`src/rtl/dsss_tx_pkg.sv`:
```
package dsss_tx_pkg;

    typedef enum logic [2:0] {
        ST_IDLE,
        ST_SYNC,
        ST_SFD,
        ST_HDR,
        ST_PAY
    } frame_st_e;

    typedef logic [1:0] phase_t;   // 0:0deg 1:90deg 2:180deg 3:270deg

    typedef struct packed {
        logic       two;    // 1: two bits in this symbol
        logic [1:0] bits;   // bits[0] is the earlier bit
    } sym_t;

    // differential QPSK phase increment for a scrambled pair
    function automatic phase_t dq_delta(input logic first, input logic second);
        case ({first, second})
            2'b00:   return 2'd0;
            2'b01:   return 2'd1;
            2'b11:   return 2'd2;
            default: return 2'd3;
        endcase
    endfunction

    // sign of I (bit 1) and Q (bit 0) for a phase, 1 = positive
    function automatic logic [1:0] iq_of(input phase_t p);
        case (p)
            2'd0:    return 2'b11;
            2'd1:    return 2'b01;
            2'd2:    return 2'b00;
            default: return 2'b10;
        endcase
    endfunction

endpackage

```
`src/rtl/dsss_tx_seq.sv`:
```
module dsss_tx_seq
    import dsss_tx_pkg::*;
#(
    parameter int              SYNC_SYMS = 56,
    parameter int              SFD_W     = 16,
    parameter logic [SFD_W-1:0] SFD_WORD = 16'h05CF,
    parameter int              HDR_W     = 48,
    parameter int              BYTE_W    = 8,
    parameter int              PN_LEN    = 11,
    localparam int             CHIP_W    = $clog2(PN_LEN),
    localparam int             CNT_W     = $clog2(SYNC_SYMS + SFD_W + HDR_W + BYTE_W)
) (
    input  logic              clk,
    input  logic              rst,
    input  logic              chip_en,
    input  logic              start,
    input  logic [HDR_W-1:0]  hdr_word,
    input  logic              pay_2m,
    input  logic              s_valid,
    input  logic [BYTE_W-1:0] s_data,
    output logic              s_ready,
    output logic              busy,
    output logic              frame_start,
    output logic              sym_go,
    output sym_t              sym,
    output logic              chip_fire,
    output logic [CHIP_W-1:0] chip_idx
);

    frame_st_e         st_q, st_d;
    logic [CNT_W-1:0]  cnt_q, cnt_d;
    logic [CHIP_W-1:0] chip_q;
    logic [HDR_W-1:0]  hdr_q;
    logic [SFD_W-1:0]  sfd_q;
    logic [BYTE_W-1:0] byte_q, byte_src;
    logic              p2m_q;
    logic              slot, byte_due, stop, last;

    assign busy        = (st_q != ST_IDLE);
    assign frame_start = (st_q == ST_IDLE) && start;
    assign slot        = chip_en && busy && (chip_q == '0);
    assign byte_due    = (st_q == ST_PAY) && (cnt_q == '0);
    assign s_ready     = slot && byte_due;
    assign stop        = s_ready && !s_valid;
    assign sym_go      = slot && !stop;
    assign chip_fire   = chip_en && busy && !stop;
    assign chip_idx    = chip_q;
    assign byte_src    = byte_due ? s_data : byte_q;

    always_comb begin
        sym  = '0;
        last = 1'b0;
        st_d = st_q;
        case (st_q)
            ST_SYNC: begin
                last = (cnt_q == CNT_W'(SYNC_SYMS - 1));
                if (last) st_d = ST_SFD;
            end
            ST_SFD: begin
                sym.bits = {1'b0, sfd_q[0]};
                last     = (cnt_q == CNT_W'(SFD_W - 1));
                if (last) st_d = ST_HDR;
            end
            ST_HDR: begin
                sym.two  = 1'b1;
                sym.bits = hdr_q[1:0];
                last     = (cnt_q == CNT_W'(HDR_W / 2 - 1));
                if (last) st_d = ST_PAY;
            end
            ST_PAY: begin
                sym.two  = p2m_q;
                sym.bits = p2m_q ? byte_src[1:0] : {1'b0, byte_src[0]};
                last     = p2m_q ? (cnt_q == CNT_W'(BYTE_W / 2 - 1))
                                 : (cnt_q == CNT_W'(BYTE_W - 1));
            end
            default: ;
        endcase
        cnt_d = last ? '0 : cnt_q + 1'b1;
    end

    always_ff @(posedge clk) begin
        if (rst) begin
            st_q   <= ST_IDLE;
            cnt_q  <= '0;
            chip_q <= '0;
            hdr_q  <= '0;
            sfd_q  <= '0;
            byte_q <= '0;
            p2m_q  <= 1'b0;
        end else if (st_q == ST_IDLE) begin
            if (start) begin
                st_q   <= ST_SYNC;
                cnt_q  <= '0;
                chip_q <= '0;
                hdr_q  <= hdr_word;
                sfd_q  <= SFD_WORD;
                p2m_q  <= pay_2m;
            end
        end else if (chip_en) begin
            if (stop) begin
                st_q   <= ST_IDLE;
                chip_q <= '0;
            end else begin
                chip_q <= (chip_q == CHIP_W'(PN_LEN - 1)) ? '0 : chip_q + 1'b1;
                if (slot) begin
                    st_q  <= st_d;
                    cnt_q <= cnt_d;
                    if (st_q == ST_SFD) sfd_q <= sfd_q >> 1;
                    if (st_q == ST_HDR) hdr_q <= hdr_q >> 2;
                    if (st_q == ST_PAY) byte_q <= p2m_q ? (byte_src >> 2) : (byte_src >> 1);
                end
            end
        end
    end

    // a byte is only taken on a chip slot of a running frame
    a_r10_ready_on_slot: assert property (@(posedge clk) disable iff (rst)
        s_ready |-> (chip_en && busy));

    // chip position never leaves the spreading length
    a_r3_chip_range: assert property (@(posedge clk) disable iff (rst)
        chip_q <= CHIP_W'(PN_LEN - 1));

    // the delimiter section is entered only from the sync section
    a_r6_sfd_after_sync: assert property (@(posedge clk) disable iff (rst)
        (st_q == ST_SFD && $past(st_q) != ST_SFD) |-> $past(st_q) == ST_SYNC);

    // a frame only ends from the payload section
    a_r11_end_from_payload: assert property (@(posedge clk) disable iff (rst)
        (st_q == ST_IDLE && $past(st_q) != ST_IDLE) |-> $past(st_q) == ST_PAY);

endmodule

```
`src/rtl/dsss_tx_diffenc.sv`:
```
module dsss_tx_diffenc
    import dsss_tx_pkg::*;
#(
    parameter int SCR_W = 7,
    parameter int TAP_A = 4,
    parameter int TAP_B = 7
) (
    input  logic             clk,
    input  logic             rst,
    input  logic             frame_start,
    input  logic [SCR_W-1:0] seed,
    input  logic             sym_go,
    input  sym_t             sym,
    output phase_t           phase_now
);

    logic [SCR_W-1:0] scr_q, scr_mid, scr_d;
    logic             s0, s1;
    phase_t           ph_q, ph_d, delta;

    always_comb begin
        s0      = sym.bits[0] ^ scr_q[TAP_A-1] ^ scr_q[TAP_B-1];
        scr_mid = {scr_q[SCR_W-2:0], s0};
        s1      = sym.bits[1] ^ scr_mid[TAP_A-1] ^ scr_mid[TAP_B-1];
        scr_d   = sym.two ? {scr_mid[SCR_W-2:0], s1} : scr_mid;
        delta   = sym.two ? dq_delta(s0, s1) : {s0, 1'b0};
        ph_d    = ph_q + delta;
    end

    assign phase_now = sym_go ? ph_d : ph_q;

    always_ff @(posedge clk) begin
        if (rst) begin
            scr_q <= '0;
            ph_q  <= '0;
        end else if (frame_start) begin
            scr_q <= seed;
            ph_q  <= '0;
        end else if (sym_go) begin
            scr_q <= scr_d;
            ph_q  <= ph_d;
        end
    end

    // a one-bit symbol moves the phase by 0 or 180 degrees only
    a_r8_dbpsk_step: assert property (@(posedge clk) disable iff (rst)
        (sym_go && !sym.two && !frame_start) |=> ph_q[0] == $past(ph_q[0]));

endmodule

```
`src/rtl/dsss_tx_spread.sv`:
```
module dsss_tx_spread
    import dsss_tx_pkg::*;
#(
    parameter int              PN_LEN = 11,
    parameter logic [PN_LEN-1:0] PN_SEQ = 11'h0ED,
    localparam int             CHIP_W = $clog2(PN_LEN)
) (
    input  logic              clk,
    input  logic              rst,
    input  logic              chip_fire,
    input  logic [CHIP_W-1:0] chip_idx,
    input  phase_t            phase_now,
    output logic              chip_valid,
    output logic              chip_i,
    output logic              chip_q
);

    logic       pn;
    logic [1:0] iq;

    assign pn = PN_SEQ[chip_idx];
    assign iq = iq_of(phase_now);

    always_ff @(posedge clk) begin
        if (rst) begin
            chip_valid <= 1'b0;
            chip_i     <= 1'b0;
            chip_q     <= 1'b0;
        end else begin
            chip_valid <= chip_fire;
            if (chip_fire) begin
                chip_i <= ~(iq[1] ^ pn);
                chip_q <= ~(iq[0] ^ pn);
            end
        end
    end

endmodule

```
`src/rtl/dsss_lr_tx.sv`:
```
module dsss_lr_tx
    import dsss_tx_pkg::*;
#(
    parameter int SYNC_SYMS = 56,
    parameter int HDR_W     = 48,
    parameter int SCR_W     = 7,
    parameter int BYTE_W    = 8
) (
    input  logic              clk,
    input  logic              rst,
    input  logic              chip_en,
    input  logic              start,
    input  logic [SCR_W-1:0]  seed,
    input  logic [HDR_W-1:0]  hdr_word,
    input  logic              pay_2m,
    input  logic              s_valid,
    input  logic [BYTE_W-1:0] s_data,
    output logic              s_ready,
    output logic              busy,
    output logic              chip_valid,
    output logic              chip_i,
    output logic              chip_q
);

    localparam int PN_LEN = 11;
    localparam int CHIP_W = $clog2(PN_LEN);

    logic              frame_start, sym_go, chip_fire;
    logic [CHIP_W-1:0] chip_idx;
    sym_t              sym;
    phase_t            phase_now;

    dsss_tx_seq #(
        .SYNC_SYMS(SYNC_SYMS), .SFD_W(16), .SFD_WORD(16'h05CF),
        .HDR_W(HDR_W), .BYTE_W(BYTE_W), .PN_LEN(PN_LEN)
    ) u_seq (
        .clk(clk), .rst(rst), .chip_en(chip_en), .start(start),
        .hdr_word(hdr_word), .pay_2m(pay_2m), .s_valid(s_valid),
        .s_data(s_data), .s_ready(s_ready), .busy(busy),
        .frame_start(frame_start), .sym_go(sym_go), .sym(sym),
        .chip_fire(chip_fire), .chip_idx(chip_idx)
    );

    dsss_tx_diffenc #(.SCR_W(SCR_W), .TAP_A(4), .TAP_B(7)) u_enc (
        .clk(clk), .rst(rst), .frame_start(frame_start), .seed(seed),
        .sym_go(sym_go), .sym(sym), .phase_now(phase_now)
    );

    dsss_tx_spread #(.PN_LEN(PN_LEN), .PN_SEQ(11'h0ED)) u_spread (
        .clk(clk), .rst(rst), .chip_fire(chip_fire), .chip_idx(chip_idx),
        .phase_now(phase_now), .chip_valid(chip_valid),
        .chip_i(chip_i), .chip_q(chip_q)
    );

    // every chip pair follows a chip enable by one cycle
    a_r3_valid_after_enable: assert property (@(posedge clk) disable iff (rst)
        chip_valid |-> $past(chip_en));

    // no chip is produced outside a frame
    a_r11_no_chip_when_idle: assert property (@(posedge clk) disable iff (rst)
        chip_valid |-> $past(busy));

endmodule

```
`config.mk`:
```
export PLATFORM = sky130hd
export DESIGN_NAME = dsss_lr_tx
export DESIGN_NICKNAME = d
export VERILOG_FILES = /design/src/rtl/dsss_tx_pkg.sv /design/src/rtl/dsss_tx_seq.sv /design/src/rtl/dsss_tx_diffenc.sv /design/src/rtl/dsss_tx_spread.sv /design/src/rtl/dsss_lr_tx.sv
export SDC_FILE = /design/constraint.sdc
export NUM_CORES = 1
export LEC_CHECK = 0
export BUFFER_PORTS_ARGS = -buffer_cell sky130_fd_sc_hd__buf_4
export CAP_MARGIN = 20
export CORE_MARGIN = 2
export CORE_UTILIZATION = 45
export CTS_CLUSTER_SIZE = 40
export DETAILED_ROUTE_END_ITERATION = 8
export HOLD_SLACK_MARGIN = 0.1
export PLACE_DENSITY = 0.76
export SLEW_MARGIN = 20
export SYNTH_ARGS = -nofsm -noshare
export SYNTH_HDL_FRONTEND = slang
export SYNTH_SLANG_ARGS = --single-unit
```
`constraint.sdc`:
```
create_clock -name clk -period 7.9 [get_ports clk]
set_input_delay 0.395 -clock clk [delete_from_list [all_inputs] [get_ports clk]]
set_output_delay 0.395 -clock clk [all_outputs]
set_load 0.05 [all_outputs]
```
=== After elaboration in Yosys (flattened, before gate mapping) ===
Memory sizes are Yosys's and may differ from the RTL's. A register that Yosys moved wholly into a read port is not among the register bits.
Index checks and enable logic that the tools add are counted.

* Logic and storage cells: 126
* Memories: 1
* Output and inout bits: 5
* Bits in read-only memories: 16
* Bits of input ports: 69
* Register bits: 99

* Mux-type cells: 49
* Reductions and logical operators: 31
* Eq/ne operators: 19
* Order comparisons: 1
* Add/sub/neg operators: 3
* Bitwise gates (word level): 10

{| class="wikitable"
|+ Memory list
! memory !! depth !! width !! read ports !! clocked after Yosys merged registers in !! write ports !! line !! text
|-
| (no name shown) || 16 || 1 || 1 || 1 || 0 || dsss_tx_spread.sv:21 || <nowiki>assign pn = PN_SEQ[chip_idx];</nowiki>
|}

{| class="wikitable"
|+ Operators by type and width
! kind !! number
|-
| $mux W48 || 6
|-
| $mux W16 || 6
|-
| $mux W7 || 10
|-
| $mux W4 || 7
|-
| $mux W3 || 8
|-
| $pmux W2 S3 || 3
|-
| $reduce_and A5 Y1 || 3
|-
| $ne A4 B1 Y1 const B || 3
|-
| $reduce_bool A2 Y1 || 5
|-
| $pmux W3 S3 || 1
|-
| $logic_and A1 B1 Y1 || 8
|-
| $mux W8 || 1
|-
| $add A7 B1 Y7 const B || 1
|-
| $eq A7 B2 Y1 const B || 1
|-
| $eq A7 B3 Y1 const B || 1
|-
| $eq A7 B4 Y1 const B || 1
|-
| $eq A7 B5 Y1 const B || 1
|-
| $eq A7 B6 Y1 const B || 1
|-
| $logic_not A7 Y1 || 1
|-
| $reduce_and A7 Y1 || 1
|-
| $eq A3 B2 Y1 const B || 2
|-
| $mux W2 || 3
|-
| $reduce_bool A3 Y1 || 2
|-
| $xor A1 B1 Y1 || 6
|-
| 21 further kinds || 31
|}

=== Longest topological paths before layout ===
Gate-level depths: netlist (run 1).

* Depth in word-level cells: 16
* Gate-level depth with buffers: 20
* Gate-level depth less buffers: 20

=== Modules after synthesis ===
From an unflattened synthesis (run 1), not the netlist that was laid out.

* Cell total of the unflattened synthesis: 582
* Area total of the unflattened synthesis: 4,997.3 um^2

{| class="wikitable"
|+ By module, submodules not included
! module !! instances !! area an instance (um^2) !! cells each !! seq. area each (um^2)
|-
| dsss_tx_seq || 1 || 4,199.0 || 489 || 1,621.6
|-
| dsss_tx_diffenc || 1 || 568.0 || 67 || 180.2
|-
| dsss_tx_spread || 1 || 230.2 || 26 || 60.1
|}

=== Least setup slack after synthesis (run 1) ===
Ideal clock, no wire load.

* Kind: flip-flop to flip-flop
* From: register u_seq.cnt_q[5]
* To: register u_spread.chip_i
* Period minus slack after synthesis: 3.676 ns
* Slack: 4.224 ns
* Arrival time: 3.548 ns
* Path buffers: 1
* Library setup time: 0.128 ns
* Data required time: 7.772 ns
* Stages on the path, launching flop included: 18
* Cell sequence: dfxtp_1 -> buf_2 -> or4_1 -> nor2_1 -> mux2i_1 -> o21ai_1 -> xnor2_1 -> ha_1 -> nor2b_1 -> ha_1 -> or3_1 -> mux2i_1 -> xnor2_1 -> ha_1 -> xor2_1 -> nor2_1 -> a21oi_1 -> nor2_1

* Word-level cells in the longest chain between the ends: 16
* Elaborated cells between the ends (all ways): 27
* Classes of those cells: 1 x add/sub; 4 x eq/ne; 7 x mux; 6 x bitwise; 9 x reduce/logical

{| class="wikitable"
|+ RTL lines
! item !! line !! text
|-
| start, declared || dsss_tx_seq.sv:31 || <nowiki>logic [CNT_W-1:0] cnt_q, cnt_d;</nowiki>
|-
| start signal, assigned || dsss_tx_seq.sv:107 || <nowiki>cnt_q <= cnt_d;</nowiki>
|-
| $logic_not A7 Y1 (*) || dsss_tx_seq.sv:42 || <nowiki>assign byte_due = (st_q == ST_PAY) && (cnt_q == '0);</nowiki>
|-
| $logic_and A1 B1 Y1 (*) || dsss_tx_seq.sv:42 ||
|-
| $mux W8 || dsss_tx_seq.sv:48 || <nowiki>assign byte_src = byte_due ? s_data : byte_q;</nowiki>
|-
| $mux W2 || dsss_tx_seq.sv:72 || <nowiki>sym.bits = p2m_q ? byte_src[1:0] : {1'b0, byte_src[0]};</nowiki>
|-
| $pmux W2 S3 || dsss_tx_seq.sv:54 || <nowiki>case (st_q)</nowiki>
|-
| $xor A1 B1 Y1 (on tied branches) (2 in a row) || dsss_tx_diffenc.sv:24, dsss_tx_diffenc.sv:22 ||
|-
| $eq A2 B2 Y1, or another cell as far along || dsss_tx_pkg.sv:20 || <nowiki>case ({first, second})</nowiki>
|-
| $pmux W2 S3 || dsss_tx_pkg.sv:20 ||
|-
| $mux W2 || dsss_tx_diffenc.sv:26 || <nowiki>delta = sym.two ? dq_delta(s0, s1) : {s0, 1'b0};</nowiki>
|-
| $add A2 B2 Y2 || dsss_tx_diffenc.sv:27 || <nowiki>ph_d = ph_q + delta;</nowiki>
|-
| $mux W2 || dsss_tx_diffenc.sv:30 || <nowiki>assign phase_now = sym_go ? ph_d : ph_q;</nowiki>
|-
| $eq A2 B2 Y1, or another cell as far along || dsss_tx_pkg.sv:30 || <nowiki>case (p)</nowiki>
|-
| $pmux W2 S3 || dsss_tx_pkg.sv:30 ||
|-
| $xor A1 B1 Y1 || dsss_tx_spread.sv:32 || <nowiki>chip_i <= ~(iq[1] ^ pn);</nowiki>
|-
| $not A1 Y1 || dsss_tx_spread.sv:32 ||
|-
| end signal, assigned || dsss_tx_spread.sv:32 ||
|-
| end, declared || dsss_tx_spread.sv:14 || <nowiki>output logic chip_i,</nowiki>
|}

Mark *: on every way between the ends. The rest lies on a longest branch, timed or not.
A chain may end at the register's enable or synchronous reset.

=== Worst setup path in the final report (run 1) ===
* From: register u_seq.st_q[2]
* To: register u_spread.chip_i

* Word-level cells in the longest chain between the ends: 16
* Elaborated cells between the ends (all ways): 33
* Classes of those cells: 1 x add/sub; 7 x eq/ne; 8 x mux; 6 x bitwise; 11 x reduce/logical

{| class="wikitable"
|+ RTL lines
! item !! line !! text
|-
| start, declared || dsss_tx_seq.sv:30 || <nowiki>frame_st_e st_q, st_d;</nowiki>
|-
| start signal, assigned || dsss_tx_seq.sv:106 || <nowiki>st_q <= st_d;</nowiki>
|-
| $eq A3 B3 Y1 || dsss_tx_seq.sv:42, dsss_tx_seq.sv:54 ||
|-
| $logic_and A1 B1 Y1 || dsss_tx_seq.sv:42 ||
|-
| $mux W8 || dsss_tx_seq.sv:48 ||
|-
| $mux W2 || dsss_tx_seq.sv:72 ||
|-
| $pmux W2 S3 || dsss_tx_seq.sv:54 ||
|-
| $xor A1 B1 Y1 (on tied branches) (2 in a row) || dsss_tx_diffenc.sv:24, dsss_tx_diffenc.sv:22 ||
|-
| $eq A2 B2 Y1, or another cell as far along || dsss_tx_pkg.sv:20 ||
|-
| $pmux W2 S3 || dsss_tx_pkg.sv:20 ||
|-
| $mux W2 || dsss_tx_diffenc.sv:26 ||
|-
| $add A2 B2 Y2 || dsss_tx_diffenc.sv:27 ||
|-
| $mux W2 || dsss_tx_diffenc.sv:30 ||
|-
| $eq A2 B2 Y1, or another cell as far along || dsss_tx_pkg.sv:30 ||
|-
| $pmux W2 S3 || dsss_tx_pkg.sv:30 ||
|-
| $xor A1 B1 Y1 || dsss_tx_spread.sv:32 ||
|-
| $not A1 Y1 || dsss_tx_spread.sv:32 ||
|}

Parallel ways exist; a longest one is shown, timed or not.

==> metrics.md, run 1 <==
| Metric | Value |
|---|---|
| Via count of the first global-routing pass | `4229` |
| Largest net degree at the start of global routing | `95` |
| FMAX | `225.0 MHz` |
| Worst-case vdd ir drop | `0.1965 mV` |
| FF+latch count, synth | `94` |
| Num CTS Buffers | `9` |
| Initial Util | `46.39%` |
| Slew @ Worst Pin | `1.052 ns` |
| # diodes | `0` |
| FF-to-FF Start | `u_seq.st_q[2]$_SDFFE_PP0P_` |
| Top-count cell post-synth | `nand2_1` |
| Crit path depth | `15` |
| Crit path arrival time | `4.67 ns` |
| Non-filler cells, final | `771` |
| Total number of vias | `4362` |
| Die area | `0.01148 mm^2` |
| Lkg Pwr | `2.190 nW` |
| Final hold slack | `0.2794 ns` |
| Via-to-Cell Ratio | `5.658` |
| CORE AREA | `0.01032 mm^2` |
| Layout cells sized above 1 | `18.74%` |
| CP bufs+invs | `0` |
| Final setup viols | `0` |
| Worst hold path class | `primary input to flip-flop` |
| Synth Area in XOR/XNOR | `1.463%` |
| Cell variety after synth | `58` |
| Post-CTS setup buffer count | `0` |
| Fin crit period | `4.444 ns` |
| Max Slew Vio Count | `0` |
| First-pass GRT wire length | `19020 um` |
| Hold-fix buffers at CTS | `0` |
| Setup crit end kind | `flip-flop` |
| Post-Syn Area per Cell | `8.132 um^2` |
| Cell family with most CP delay | `simple AND/OR/NAND/NOR gates` |
| Max Buffers Root-to-Sink | `2` |
| Die Wd | `107.2 um` |
| Total global routing overflow | `0` |
| Biggest area consumer among synthesized cells | `dfxtp_1` |
| Synth async-reset ratio | `0%` |
| P&R area growth vs syn | `15.80%` |
| Synth top cells by count | `nand2_1, nor2_1, dfxtp_1` |
| Post-Syn Instances | `589` |
| Status | `completed` |
| Worst-path cell chain | `nor3b_2, nand4_1, a31o_2, and2_1, ha_1, nor2b_1, ha_1, or3_1, mux2i_1, xnor2_1, ha_1, xor2_1, nor2_1, a21oi_1, nor2_1` |
| Worst Skew | `0.01413 ns` |
| H-tree Lvls | `3` |
| Crit path launch type | `flip-flop` |
| NumNets Final | `709` |
| Largest family of logic cells by synthesized area | `simple AND/OR/NAND/NOR gates` |
| CTS tree | `built` |
| Placement Rows | `37` |
| Period utilization | `56.25%` |
| Critical Path RT | `8.12 ns` |
| Antenna violations before repair | `0` |
| Worst-path cell with the longest stage delay | `dfxtp_1` |
| CP max FO | `13` |
| Setup TNS | `0 ns` |
| Power Density | `322.9 mW/mm^2` |
| TritonRoute pass-1 iters | `5` |
| WL per Instance | `14.51 um` |
| Reg2reg path depth | `15` |
| Total track usage | `20.19%` |
| Final GP Congestion | `0.9215` |
| Top cell by count, worst path | `ha_1` |
| # IOs | `74` |
| Adder-cell share of the synthesized area | `2.612%` |
| DIE HEIGHT | `107.2 um` |
| Min-delay src | `hdr_word[47]` |
| Final wirelength | `11190 um` |
| CP max stage delay | `0.71 ns` |
| Worst setup startpoint | `u_seq.st_q[2]$_SDFFE_PP0P_` |
| Final Hold Fails | `0` |
| Initial DRC count | `291` |
| RSZ-0062 raised after global routing | `no` |
| Post-Syn Nets | `668` |
| WHS Path Cells | `3` |
| Final ANT Viol Nets | `0` |
| Post-DP HPWL | `7560 um` |
| Total clock sinks | `94` |
| Placed Cells | `755` |
| Synth warn | `0` |
| Sequential area share after synthesis | `39.29%` |
| Synth Area in Compound Gates | `18.91%` |
| Clock latency on the worst-skew pair | `0.37 ns` |
| Post-Syn Area | `0.004790 mm^2` |
| Predominant post-synthesis flop cell | `dfxtp_1` |
| Clock root buffer | `clkbuf_8` |
| # resized after CTS | `0` |
| Post-synthesis mux area share | `5.825%` |
| Synth top area share | `39.29%` |
| Synth area leaders | `dfxtp_1, nand2_1, a311oi_1` |
| Power consumption | `1.791 mW` |
| Max-cap violations | `0` |
| IO Port Bufs | `73` |
| Max-Slew Margin vs Limit | `29.53%` |
| Simple-gate area share of the yosys netlist | `26.52%` |
| Clock-pin transition on the worst setup and hold timing paths | `0.10 ns` |
| Kind of critical path | `flip-flop to flip-flop` |
| Post-synth EDFFs | `0` |
| Drc violations | `0` |
[power by group]
part | internal [mW] | leakage [nW] | switching [mW]
sequential | 0.614 | 0.772 | 0.0947
combinational | 0.265 | 1.31 | 0.474
clock | 0.161 | 0.110 | 0.182
[path summary, 6_finish.rpt]
kind                                                endpoint  slack, ns
worst max-delay path            u_spread.chip_i$_SDFFE_PP0P_       3.46
worst min-delay path            u_seq.hdr_q[47]$_SDFFE_PP0P_       0.28
worst max register to register  u_spread.chip_i$_SDFFE_PP0P_       3.46
worst min register to register  u_seq.byte_q[2]$_SDFFE_PP0P_       0.46
[state kept, by name, summed over array words and instances (netlist names)]
register             flops
u_enc.scr_q              7
u_seq.chip_idx           4
u_seq.p2m_q              1
u_spread.chip_valid      1
u_seq.hdr_q             48
u_seq.st_q               3
u_seq.byte_q             7
u_spread.pn              1
u_spread.chip_q          1
u_seq.sfd_q             11
u_enc.ph_q               2
u_seq.cnt_q              7
u_spread.chip_i          1
[layout by cell type (no fill, tap or decap), types with 3 or more instances in the layout]
master / count
and4b_1: 3
a31oi_1: 9
inv_1: 13
o21ai_0: 5
clkbuf_8: 10
mux2i_1: 20
a222oi_1: 5
o211ai_1: 3
a211oi_2: 7
xor2_1: 3
nand2b_1: 4
or3_1: 3
nor2_1: 95
mux2_2: 7
and2_1: 3
o21ai_1: 3
dfxtp_1: 94
clkinv_4: 3
buf_4: 75
nand4_1: 3
nand2_1: 121
xnor2_1: 5
a311oi_1: 48
a21oi_1: 17
nand3_1: 24
ha_1: 10
[layout make-up]
class,count,area [um^2]
timing repair buffer,75,563.0
inverter,14,52.55
clock inverter,6,78.83
multi-input combinational,436,2663
sequential,94,1882
tap,136,170.2
clock buffer,10,137.6
fill,973,4777
[metal layers]
metal | part of all wire (%) | vias to the layer above | global-route usage [%]
met4 | 0.65 | 0 | 5.102
met5 | 0 | - | 0
li1 | - | 2175 | -
met3 | 6.1 | 7 | 5.653
met1 | 43 | 2066 | 24.75
met2 | 50 | 114 | 34.81
[per-stage QoR]
step | util [%] | setup slack, ns | area (um^2)
3_3_place_gp | 51.63 | 3.714 | 5330
3_5_place_dp | 51.63 | 3.572 | 5330
4_1_cts | 53.73 | 3.532 | 5547
5_1_grt | 53.73 | 3.080 | 5547
2_1_floorplan | - | 4.224 | 4790
6_report | 53.73 | 3.456 | 5547
[worst register-to-register path: stages, from the launching register on]
cell     delay, ns
dfxtp_1       0.71
nor3b_2       0.66
nand4_1       0.27
a31o_2        0.32
and2_1        0.17
ha_1          0.27
nor2b_1       0.13
ha_1          0.25
or3_1         0.37
mux2i_1       0.27
xnor2_1       0.20
ha_1          0.28
xor2_1        0.16
nor2_1        0.06
a21oi_1       0.14
nor2_1        0.05
[cell families (layout without fill, tap and decap cells)]
| kind of cell | after synthesis | after routing |
|---|---|---|
| buffers and inverters | 59 | 105 |
| XOR/XNOR | 8 | 8 |
| AND/OR/NAND/NOR | 278 | 278 |
| adder cells (fa/ha/maj) | 10 | 10 |
| flip-flops | 94 | 94 |
| multiplexers | 27 | 27 |
| AO/OA/AOI/OAI | 113 | 113 |
Note: power is estimated with default switching activity, not from simulation.
==> inputs of run 2 (changes only) <==
Settings changed: PLACE_DENSITY 0.76 to 0.78.
Clock period 7.9 ns to 4 ns, I/O delays scaled along.
==> run 2 against run 1 <==
Non-clock buffer count up 45. Wire length up 4.5%. Register-to-register slack worse by 3.2 ns. Sequential share of layout area down 2.5 points. Core utilization up 4.3 points. Global-route usage up 0.87 points. Power up 100%. Critical path depth up 1. Largest power group unchanged.
==> metrics.md, run 2 (synthesis results as in run 1) <==
| Metric | Value |
|---|---|
| Status | `completed` |
| Num CTS Buffers | `9` |
| Final Hold Fails | `0` |
| Routed wl met3 | `621 um` |
| P&R area growth vs syn | `25.05%` |
| Top cell by count, worst path | `ha_1` |
| NumNets Final | `754` |
| Post-DP HPWL | `7819 um` |
| Clk pwr share | `18.1%` |
| Setup crit end kind | `flip-flop` |
| Critical Path RT | `4.23 ns` |
| Final ANT Viol Nets | `0` |
| Worst-case vdd ir drop | `0.4298 mV` |
| Total track usage | `21.06%` |
| H-tree Lvls | `3` |
| # IOs | `74` |
| RSZ-0062 raised after global routing | `no` |
| Worst-path cell chain | `or4_1, nor2_2, mux2i_1, o21ai_1, xnor2_2, ha_1, nor2b_1, ha_1, or3_1, mux2i_2, xnor2_2, ha_1, xor2_1, nor2_1, a21oi_1, nor2_1` |
| Max-Slew Margin vs Limit | `36.55%` |
| Initial Util | `46.39%` |
| Max Buffers Root-to-Sink | `2` |
| Final setup viols | `0` |
| Final GP Congestion | `0.8905` |
| Reg power frac | `38.4%` |
| First-pass GRT wire length | `19850 um` |
| Total global routing overflow | `0` |
| DIE HEIGHT | `107.2 um` |
| Worst-path cell with the longest stage delay | `or4_1` |
| CTS tree | `built` |
| Psw | `1.485 mW` |
| Worst hold path class | `primary input to flip-flop` |
| Commonest non-fill, non-tap cell in the layout | `nand2_1` |
| Max Slew Vio Count | `0` |
| FMAX | `267.8 MHz` |
| Setup TNS | `0 ns` |
| Most frequent cells in the layout | `nand2_1, nor2_1, dfxtp_1, buf_4, a311oi_1` |
| Placement Rows | `37` |
| Clock-pin transition on the worst setup and hold timing paths | `0.10 ns` |
| Clock latency on the worst-skew pair | `0.36 ns` |
| Max Used Layer | `met4` |
| Reg with most FFs | `u_seq.hdr_q` |
| Lkg Pwr | `2.392 nW` |
| CORE AREA | `0.01032 mm^2` |
| Fill count | `915` |
| CP max FO | `3` |
| CP max stage delay | `0.56 ns` |
| Drc violations | `0` |
| Die area | `0.01148 mm^2` |
| Period utilization | `93.34%` |
| Worst Skew | `0.01430 ns` |
| Slew @ Worst Pin | `0.9454 ns` |
| Initial DRC count | `306` |
| Regs by FF count | `u_seq.hdr_q: 48 flops, u_seq.sfd_q: 11 flops` |
| Via count of the first global-routing pass | `4391` |
| Via-to-Cell Ratio | `5.537` |
| Met2 wire len | `5921 um` |
| Post-Route Utilization | `58.02%` |
| Fin crit period | `3.734 ns` |
| Crit path launch type | `flip-flop` |
| Max-cap violations | `0` |
| IO Port Bufs | `73` |
| Die Wd | `107.2 um` |
| Largest net degree at the start of global routing | `95` |
| TritonRoute pass-1 iters | `7` |
| Power Density | `599.9 mW/mm^2` |
| Final wirelength | `11700 um` |
| Largest register FFs | `48` |
| Kind of critical path | `flip-flop to flip-flop` |
| Cell internal pwr | `2.108 mW` |
| Antenna violations before repair | `0` |
| M1 wire length | `5067 um` |
| # diodes | `0` |
| Total number of vias | `4518` |
| WL per Instance | `14.34 um` |
| Total clock sinks | `94` |
| Combinational cell fraction of total power | `43.5%` |
| Sw frac | `41.32%` |
| Layout cells sized above 1 | `20.00%` |
| Crit path arrival time | `3.96 ns` |
| Clock root buffer | `clkbuf_8` |
[run 2: what timing repair did]
| item | 4_1_cts | 5_1_grt |
|---|---|---|
| endpoints found under the setup margin | 0 | 2 |
| buffers inserted | 0 | 1 |
| hold buffers | 32 | 0 |
| gates resized for setup | 0 | 5 |
| endpoints found under the hold margin | 32 | 0 |
[run 2: path summary, 6_finish.rpt]
path | startpoint | end | slack (ns) | cells after the start
setup / recovery | u_seq.cnt_q[5]$_SDFFE_PP0P_ | u_spread.chip_i$_SDFFE_PP0P_ | 0.27 | 16
hold reg to reg | u_seq.byte_q[4]$_SDFFE_PP0P_ | u_seq.byte_q[4]$_SDFFE_PP0P_ | 0.45 | 2
hold / removal | hdr_word[45] | u_seq.hdr_q[45]$_SDFFE_PP0P_ | 0.11 | 3
setup reg to reg | u_seq.cnt_q[5]$_SDFFE_PP0P_ | u_spread.chip_i$_SDFFE_PP0P_ | 0.27 | 16
[run 2: worst max-delay path, delay by kind of cell, from the launching register on]
kind / cells / cell delay (ns)
DFF: 1 / 0.33
adders and majority gates: 3 / 0.77
and+or+nand+nor: 6 / 1.34
xor gates and xnor gates: 3 / 0.49
AOI/OAI and AO/OA: 2 / 0.23
muxes: 2 / 0.46
[run 2: per-stage QoR]
stage	setup WS (ns)	power [mW]	cells	instance area [um^2]	hold WS (ns)
2_1_floorplan	0.3240	2.559	589	4790	0.3360
3_3_place_gp	0.2898	2.863	767	5433	0.4391
3_5_place_dp	0.1796	2.914	767	5433	0.4461
4_1_cts	0.1640	3.592	815	5958	0.1001
5_1_grt	0.0006910	3.873	816	5989	0.1067
6_report	0.2664	3.593	816	5989	0.1133
[run 2: power by group through the flow]
stage	clock network (mW)	registers, mW	logic [mW]
after global placement	0	1.39	1.48
final	0.652	1.38	1.56
after CTS	0.671	1.38	1.54
after detailed placement	0	1.40	1.52
after global routing	0.704	1.41	1.76
after floorplan	0	1.37	1.19
[run 2: final cells by class]
class	count	area, um^2	area share, %
Clock buffer	11	141.4	2.361
Clock inverter	5	63.81	1.065
Inverter	14	52.55	0.8774
Multi-Input combinational cell	436	2686	44.85
Sequential cell	94	1882	31.42
Tap cell	136	170.2	2.841
Timing Repair Buffer	120	993.5	16.59
[run 2: metal layers]
metal	track usage, %	up-vias
li1	-	2258
met1	26.07	2141
met2	36.80	112
met3	4.924	7
met4	5.195	0
met5	0	-
